`config.mk`:
```
export PLATFORM = sky130hd
export DESIGN_NAME = clkstop_seq
export DESIGN_NICKNAME = d
export VERILOG_FILES = /design/src/rtl/clkstop_seq.sv
export SDC_FILE = /design/constraint.sdc
export NUM_CORES = 1
export LEC_CHECK = 0
export BUFFER_PORTS_ARGS = -buffer_cell sky130_fd_sc_hd__buf_2
export CAP_MARGIN = 20
export CORE_UTILIZATION = 25
export CTS_CLUSTER_DIAMETER = 100
export DETAILED_ROUTE_END_ITERATION = 8
export PLACE_DENSITY = 0.52
export SLEW_MARGIN = 20
export SYNTH_ARGS = -nofsm -noshare
export SYNTH_HDL_FRONTEND = slang
export SYNTH_SLANG_ARGS = --single-unit
```
`constraint.sdc`:
```
create_clock -name clk_slow -period 3.4 [get_ports clk_slow]
set_input_delay 0.68 -clock clk_slow [delete_from_list [all_inputs] [get_ports clk_slow]]
set_output_delay 0.68 -clock clk_slow [all_outputs]
set_load 0.01 [all_outputs]
```
`src/rtl/clkstop_seq.sv`:
```
module clkstop_seq #(
  parameter int MS_W         = 4,
  parameter int TICKS_PER_MS = 33
) (
  input  logic            clk_slow,
  input  logic            rst_n,
  input  logic            cfg_stop_en,
  input  logic [MS_W-1:0] cfg_resync_ms,
  input  logic            sleep_go_i,
  input  logic            susp_ack_i,
  input  logic            smi_evt_i,
  input  logic            irq_wake_i,
  output logic            susp_req_o,
  output logic            clk_stop_o,
  output logic            smi_o
);

  localparam int MAX_TICKS = ((1 << MS_W) - 1) * TICKS_PER_MS;
  localparam int CNT_W     = $clog2(MAX_TICKS + 1);

  typedef enum logic [2:0] {IDLE, WAIT_ACK, STOPPED, RESYNC, DONE} st_t;

  st_t              st;
  logic [CNT_W-1:0] hold_cnt;
  logic             wake;

  assign wake = smi_evt_i | irq_wake_i;

  always_ff @(posedge clk_slow or negedge rst_n) begin
    if (!rst_n) begin
      st       <= IDLE;
      hold_cnt <= '0;
    end else begin
      case (st)
        IDLE:     if (sleep_go_i && cfg_stop_en && !wake) st <= WAIT_ACK;
        WAIT_ACK: if (wake) st <= DONE;
                  else if (susp_ack_i) st <= STOPPED;
        STOPPED:  if (wake) begin
                    st       <= RESYNC;
                    hold_cnt <= CNT_W'(cfg_resync_ms) * CNT_W'(TICKS_PER_MS);
                  end
        RESYNC:   if (hold_cnt == '0) st <= DONE;
                  else hold_cnt <= hold_cnt - 1'b1;
        DONE:     if (!susp_ack_i) st <= IDLE;
        default:  st <= IDLE;
      endcase
    end
  end

  assign susp_req_o = (st == WAIT_ACK) | (st == STOPPED) | (st == RESYNC);
  assign clk_stop_o = (st == STOPPED);
  assign smi_o      = (st == RESYNC);

  AST_ENTRY_NEEDS_EN: assert property (@(posedge clk_slow) disable iff (!rst_n)
    $rose(susp_req_o) |-> $past(cfg_stop_en) && $past(sleep_go_i)) else $error("entry");
  AST_STOP_AFTER_ACK: assert property (@(posedge clk_slow) disable iff (!rst_n)
    $rose(clk_stop_o) |-> $past(susp_ack_i) && $past(susp_req_o)) else $error("stop");
  AST_WAKE_EXITS: assert property (@(posedge clk_slow) disable iff (!rst_n)
    clk_stop_o && (smi_evt_i || irq_wake_i) |=> !clk_stop_o && smi_o && susp_req_o) else $error("wake");
  AST_SMI_DROP_WITH_REQ: assert property (@(posedge clk_slow) disable iff (!rst_n)
    $fell(smi_o) |-> $fell(susp_req_o)) else $error("smi");
  AST_CANCEL: assert property (@(posedge clk_slow) disable iff (!rst_n)
    susp_req_o && !clk_stop_o && !smi_o && (smi_evt_i || irq_wake_i) |=> !susp_req_o && !clk_stop_o) else $error("cancel");

endmodule

```
* After elaboration in Yosys (flattened, before gate mapping)
Index checks and enable logic that the tools add are counted.
Storage, ports and cells: logic and storage cells 35, output and inout port bits 3, flip-flop bits (word level) 12
Operators by class: add/sub/neg operators 1, multiply operators 1, multiplexer cells 10, reduce and logical (&&, ||, !) cells 8, bitwise operators 3, eq/ne operators 10
Operators by type and width (number):
- 3-bit 2-to-1 mux | 6
- 9-bit 2-to-1 mux | 2
- 9-bit case mux with 2 select lines | 1
- 3-bit case mux with 5 select lines | 1
- 9-bit logical NOT | 1
- 4-bit by 6-bit multiplier with 9-bit output (second input constant) | 1
- 9-bit by 1-bit subtractor with 9-bit output (second input constant) | 1
- 3-bit by 2-bit == test with 1-bit output (second input constant) | 2
- 2-bit != test (second input constant) | 3
- 5-bit AND reduction | 1
- 2-bit by 1-bit != test with 1-bit output (second input constant) | 2
- 3-bit by 1-bit == test with 1-bit output (second input constant) | 1
- 3-bit == test (second input constant) | 1
- 3-bit logical NOT | 1
- 3-bit != test (second input constant) | 1
- 1-bit bitwise OR | 3
- 3-bit AND reduction | 1
- 1-bit logical AND | 2
- 2-bit nonzero test | 1
- 1-bit logical NOT | 1

* Depth between registers and ports, before layout
Gate-level depths: netlist of the first run.
depth in word-level cells 5, gate-level depth with buffers 7

* Worst setup path before layout of the first run
No wires, ideal clock.
kind reg-to-reg, from register hold_cnt[0], to register st[0], required time 3.275 ns, arrival time 1.793 ns, setup slack 1.482 ns, stages on the path, launching flop included 7, clock period less this slack 1.918 ns, setup time 0.125 ns, cell sequence dfrtp_1 > inv_1 > ha_1 > or4b_4 > o21ai_4 > o211ai_4 > mux2_4
Between the ends: longest elaborated chain between the ends 3
RTL lines:
- from (decl) | RTL line 24 | logic [CNT_W-1:0] hold_cnt;
- from (signal assigned) | RTL line 40 | hold_cnt <= CNT_W'(cfg_resync_ms) * CNT_W'(TICKS_PER_MS);
- from (signal assigned) | RTL line 43 | else hold_cnt <= hold_cnt - 1'b1;
- 9-bit logical NOT | RTL line 42 | RESYNC: if (hold_cnt == '0) st <= DONE;
- 2-bit by 1-bit != test with 1-bit output (no line)
- 5-bit AND reduction (no line)
- to (signal assigned) | RTL line 42
- to (signal assigned) | RTL line 44 | DONE: if (!susp_ack_i) st <= IDLE;
- to (signal assigned) | RTL line 45 | default: st <= IDLE;
- to (decl) | RTL line 23 | st_t st;
No other way between the ends. A chain may end at the register's enable or synchronous reset.

* Worst setup path in the final report of the first run
from register st[2], to output smi_o
Between the ends: longest elaborated chain between the ends 1
RTL lines:
- from (signal assigned) | RTL line 31 | st <= IDLE;
- from (signal assigned) | RTL line 35 | IDLE: if (sleep_go_i && cfg_stop_en && !wake) st <= WAIT_ACK;
- from (signal assigned) | RTL line 36 | WAIT_ACK: if (wake) st <= DONE;
- 3-bit by 2-bit == test with 1-bit output | RTL line 52 | assign smi_o = (st == RESYNC);
- to (decl) | RTL line 15 | output logic smi_o
No other way between the ends.

==> results.yml, run 1 <==
status:
  status: "completed"
synthesis:
  yosysTopAreaCell: "dfrtp_1"
  postSynth.asyncResetShare: 1.000
  synth_edf_count: 0
  synth_area_leaders: "dfrtp_1, nor2_1, a21oi_1, mux2_4, nor3b_1"
  ys_seq_elements: 12
  netlist_instances: 85
  synth_top_area_share: 0.3625
  yosysSeqAreaShare: 0.3625
  synth.distinct_cells: 38
  yosysMostFrequentCell: "nor2_1"
  avgSynthCellArea_um2: 9.745
  synthTopCellsByCount: "nor2_1, dfrtp_1, a21oi_1"
  synth-main-ff-cell: "dfrtp_1"
  yosysWarnings: 0
  synth_nets: 97
  syn-cell-area_um2: 828.3
clock_tree:
  cts_resized: 0
  postCtsSetupBuffers: 0
  cts_inserted_buffers: 3
  ctsHoldBuffers: 0
  clock_path_buffers: 2
  cts_root_buf: "clkbuf_4"
  clk_latency_ps: 280
  cts_tree: "done"
  cts.clk_slew.worst_paths_ps: 80
  cts.sinks: 12
  cts-htree-levels: 1
die:
  die_h_um: 59.56
  num_rows: 20
  die_w_um: 59.56
  initial_utilization: 0.2669
  die-area_mm2: 0.003547
  coreArea_mm2: 0.003103
  pin_count: 14
placement:
  dpl_cell_area_um2: 928.4
  portBuffers: 13
  dp_hpwl_um: 1315
  place_congestion: 0.8022
critical_path:
  r2r_end: "hold_cnt[1]"
  critical_path.top_delay_family: "buffers and inverters"
  path_class: "reg2out"
  arrival_ps: 1770
  worst-path-buf-inv: 2
  crit_end: "smi_o"
  regToRegSetupSlack_ps: 1330
  path_max_fanout: 14
  crit_slowest_cell: "dfrtp_1"
  cp-startpoint: "st[2]"
  worst-r2r-cell-count: 6
  cp_cell_sequence: "nand3b_1, inv_1, buf_2"
  endpoint_kind: "primary output"
  worstPathRequired_ps: 2720
  r2r-start: "hold_cnt[0]"
  startpoint_type: "flip-flop"
  max_stage_delay_ps: 480
  crit_cells: 3
timing:
  timing.setup.tns_ps: 0
  slew_violations: 0
  finalHoldViolations: 0
  finalClockSkew_ps: 6.617
  slew_headroom: 0.6722
  tightestPinTransition_ps: 488.0
  rsz0062_at_grt: "no"
  max_freq_mhz: 407.7
  finalSetupViolations: 0
  final_period_minus_worst_setup_slack_ps: 2453
  period_share: 0.7214
route:
  wl_per_cell_um: 12.61
  wl_um: 1791
  routed-via-count: 730
  vias_per_cell: 5.141
  postRouteAntennaNets: 0
  drcViolationCount: 0
  dr.pass1.iters: 4
  drtIter0Drc: 19
worst_hold_path:
  hold_class: "in2async"
run:
  cap_violations: 0
power_and_ir_drop:
  leakage_nw: 0.4197
  p_per_area_mw_per_mm2: 762.9
  internal_power_uw: 440.2
  p_sw_frac: 0.4019
  ir_drop_mv: 0.2412
  power_frac_comb: 0.432
  clkPwrFrac: 0.159
  p_switching_uw: 295.8
  power_frac_seq: 0.409
cells_and_area:
  final_cell_area_um2: 964.7
  finalNetCount: 111
  layout-drive-gt1-share: 0.2857
  antenna_cells: 0
  area_growth_pct: 16.47
grt:
  grt_start_max_net_pins: 15
  antenna_found_initial: 0
  grt_overflow: 0
  grt_pass1_vias: 683
  grt_pass1_wl_um: 3105
  grt_usage: 0.1187
metal layers:
layer,vias up,global-route usage,share of wire
li1,355,-,-
met1,351,0.1580,0.51
met2,22,0.1685,0.41
met3,2,0.06114,0.075
met4,0,0.02990,0.0073
met5,-,0,0
worst min-delay path by stage:
stage           startpoint           to  slack, ps
2_1_floorplan        rst_n  hold_cnt[0]        380
6_report             rst_n  hold_cnt[6]        260
3_5_place_dp   hold_cnt[8]  hold_cnt[8]        510
5_1_grt              rst_n  hold_cnt[8]        280
4_1_cts              rst_n  hold_cnt[8]        270
3_3_place_gp   hold_cnt[8]  hold_cnt[8]        500
logic make-up after synthesis:
logic type	share of synthesized area
AND/OR/NAND/NOR	0.2221
flip-flops	0.3625
AO/OA/AOI/OAI	0.2991
multiplexers	0.04834
adder cells (fa/ha/maj)	0.01510
XOR/XNOR	0.01058
buffers and inverters	0.04229
metrics by stage:
step / setup slack (ps) / hold WS [ps] / utilization / std cells / total power, mW
CTS: 945.0 / 269.6 / 0.3109 / 142 / 0.7381
detailed placement: 1253 / 512.3 / 0.2992 / 138 / 0.6151
floorplan: 1482 / 384.4 / - / 85 / 0.5478
global route: 769.8 / 282.6 / 0.3109 / 142 / 0.7944
global placement: 1204 / 502.2 / 0.2992 / 138 / 0.6171
finish: 947.1 / 259.2 / 0.3109 / 142 / 0.7359
placed cells by master, fill, tap and decap left out, drive strengths merged, types with 2 or more instances in the layout:
cell / Yosys / routed
buf: 4 / 13
o211ai: 4 / 4
nor3: 2 / 2
mux2: 2 / 2
o2bb2a: 2 / 2
clkbuf: 0 / 4
a41oi: 2 / 2
a21oi: 6 / 6
dfrtp: 12 / 12
nor2: 13 / 13
nand3: 2 / 2
o21ai: 4 / 4
inv: 4 / 4
o22a: 2 / 2
a31oi: 2 / 2
and2: 3 / 3
nor3b: 3 / 3
state kept, by name (all words and copies together) (netlist names):
name,flops
st,3
hold_cnt,9
cell type report:
cell class,instances,area (um2)
Multi-Input combinational cell,65,493.0
Timing Repair Buffer,13,65.06
Tap cell,44,55.05
Fill cell,351,2138
Sequential cell,12,300.3
Clock buffer,4,36.28
Inverter,4,15.01
power by group through the flow:
stage / sequential (mW) / clock (mW) / combinational, mW
global placement: 0.302 / 0 / 0.315
global route: 0.312 / 0.129 / 0.354
floorplan: 0.258 / 0 / 0.290
detailed placement: 0.301 / 0 / 0.315
finish: 0.301 / 0.117 / 0.318
CTS: 0.298 / 0.122 / 0.319
(Power assumes the default switching activity.)
==> inputs of run 2 (changes only) <==
ABC_AREA = 1   (was unset)
PLACE_DENSITY = 0.51   (was 0.52)
clock period = 2.4 ns   (was 3.4 ns; I/O delays follow)
==> results.yml, run 2 <==
timing:
  period_share: 0.7461
  final_period_minus_worst_setup_slack_ps: 1791
  slew_violations: 0
  hold_ws_ps: 119.2
  max_freq_mhz: 558.5
  slew_headroom: 0.7787
  setup_ws_ps: 609.4
  rsz0062_at_grt: "no"
  finalSetupViolations: 0
  finalHoldViolations: 0
  timing.setup.tns_ps: 0
  finalClockSkew_ps: 6.306
  tightestPinTransition_ps: 331.2
status:
  status: "completed"
route:
  wl_per_cell_um: 10.32
  drcViolationCount: 0
  wl_um: 2074
  dr.pass1.iters: 4
  vias_per_cell: 4.418
  routed-via-count: 888
  drtIter0Drc: 21
  postRouteAntennaNets: 0
grt:
  grt_overflow: 0
  grt_use_met2: 0.1902
  top_usage_layer: "met2"
  grt_pass1_wl_um: 3732
  use_met1: 0.1413
  grt_util_met3: 0.02500
  antenna_found_initial: 0
  grt_pass1_vias: 897
  grt_usage: 0.1141
  grt_start_max_net_pins: 14
clock_tree:
  cts_inserted_buffers: 3
  clock_path_buffers: 2
  cts.sinks: 12
  ctsHoldBuffers: 0
  cts_resized: 0
  cts_tree: "done"
  cts_root_buf: "clkbuf_8"
  cts.clk_slew.worst_paths_ps: 50
  postCtsSetupBuffers: 0
  clk_latency_ps: 240
  cts-htree-levels: 1
cells_and_area:
  final_cell_area_mm2: 0.001100
  reg.largest.list: "hold_cnt x9, st x3"
  final_core_util: 0.3004
  instances_no_fill: 201
  final_cell_mix: "nand2_1, nor2_1, inv_1"
  top_register: "hold_cnt"
  area_growth_pct: 14.60
  layout-drive-gt1-share: 0.2876
  finalNetCount: 167
  nFillCells: 399
  final_common_cell: "nand2_1"
  antenna_cells: 0
  largest_register_ffs: 9
synthesis:
  yosysTopAreaCell: "dfrtp_1"
  yosysWarnings: 0
  synthTopCellsByCount: "nand2_1, nor2_1, inv_1"
  synth.distinct_cells: 22
  synth_edf_count: 0
  synth-main-ff-cell: "dfrtp_1"
  syn-cell-area_um2: 959.7
  postSynth.asyncResetShare: 1.000
  yosysMostFrequentCell: "nand2_1"
  avgSynthCellArea_um2: 6.904
  netlist_instances: 139
  synth_top_area_share: 0.3129
  synth_area_leaders: "dfrtp_1, nand2_1, nand3_1, nor2_1, nand2_2"
  ys_seq_elements: 12
  synth_nets: 151
  yosysSeqAreaShare: 0.3129
power_and_ir_drop:
  ir_drop_mv: 0.4052
  p_sw_frac: 0.4951
  leakage_nw: 0.5644
  p_switching_uw: 658.2
  power_frac_seq: 0.297
  power_frac_comb: 0.566
  totalPowerFinal_mw: 1.329
  internal_power_uw: 671.3
  p_per_area_mw_per_mm2: 1209
  clkPwrFrac: 0.137
placement:
  post-place-ws_ps: 806.1
  dpl_cell_area_mm2: 0.001059
  dp_cells: 198
  dp_hpwl_um: 1633
  place_congestion: 0.7880
  portBuffers: 13
critical_path:
  worstPathRequired_ps: 1920
  path_class: "reg2out"
  startpoint_type: "flip-flop"
  arrival_ps: 1310
  endpoint_kind: "primary output"
  path_max_fanout: 12
die:
  die-area_mm2: 0.004090
  die_w_um: 63.96
  die_h_um: 63.96
  num_rows: 22
  initial_utilization: 0.2621
  coreArea_mm2: 0.003661
  pin_count: 14
worst_hold_path:
  hold_class: "in2async"
run:
  cap_violations: 0
run 2: cell types whose count changed in the layout (fill, tap and decap cells not counted), moves of 4 or more:
cell     change
nor2_1       +6
nand2_1     +30
nand2_2      +9
o21ai_0      +5
nand3_1     +13
inv_1       +12
inv_2        +7
a21oi_1      -4
run 2: final cells by class:
class	count	area, um2	area share
multi-input combinational	102	546.8	0.4972
sequential	12	300.3	0.2730
inverter	23	86.33	0.07850
timing repair buffer	13	65.06	0.05916
tap	48	60.06	0.05461
clock buffer	3	41.29	0.03754
run 2: routing by layer:
layer	up-vias	wire length, um	share of wire
li1	464	-	-
met1	407	1006	0.49
met2	17	1001	0.48
met3	0	66	0.032
met4	0	0	0
met5	-	0	0
run 2: worst paths after layout:
check	slack [ps]	start	endpoint	depth (start not counted)
min in group clk_slow	500	susp_ack_i	st[2]	3
max in group asynchronous	2050	rst_n	hold_cnt[1]	1
worst max register to register	800	hold_cnt[0]	hold_cnt[2]	9
worst min-delay path	120	rst_n	st[1]	1
worst max-delay path	610	st[2]	smi_o	4
worst min register to register	520	st[1]	st[1]	2
run 2: kinds of logic (layout without fill, tap and decap cells):
logic type | count (synthesis) | after routing | share of synthesized area
buf+inv | 25 | 39 | 0.1173
flops | 12 | 12 | 0.3129
fa+ha+maj | 1 | 1 | 0.01304
compound gates | 15 | 15 | 0.09387
simple gates | 86 | 86 | 0.4628
run 2: power by group through the flow:
stage | Clock (mW) | Sequential, mW | Combinational [mW]
floorplan | 0 | 0.371 | 0.644
global route | 0.197 | 0.411 | 0.860
global placement | 0 | 0.393 | 0.746
CTS | 0.190 | 0.393 | 0.756
finish | 0.182 | 0.395 | 0.752
detailed placement | 0 | 0.396 | 0.752
run 2: critical path, cell delays in order (launching register included):
cell	delay (ps)
dfrtp_1	420
inv_2	90
nand2_2	70
nor2_4	280
buf_2	200
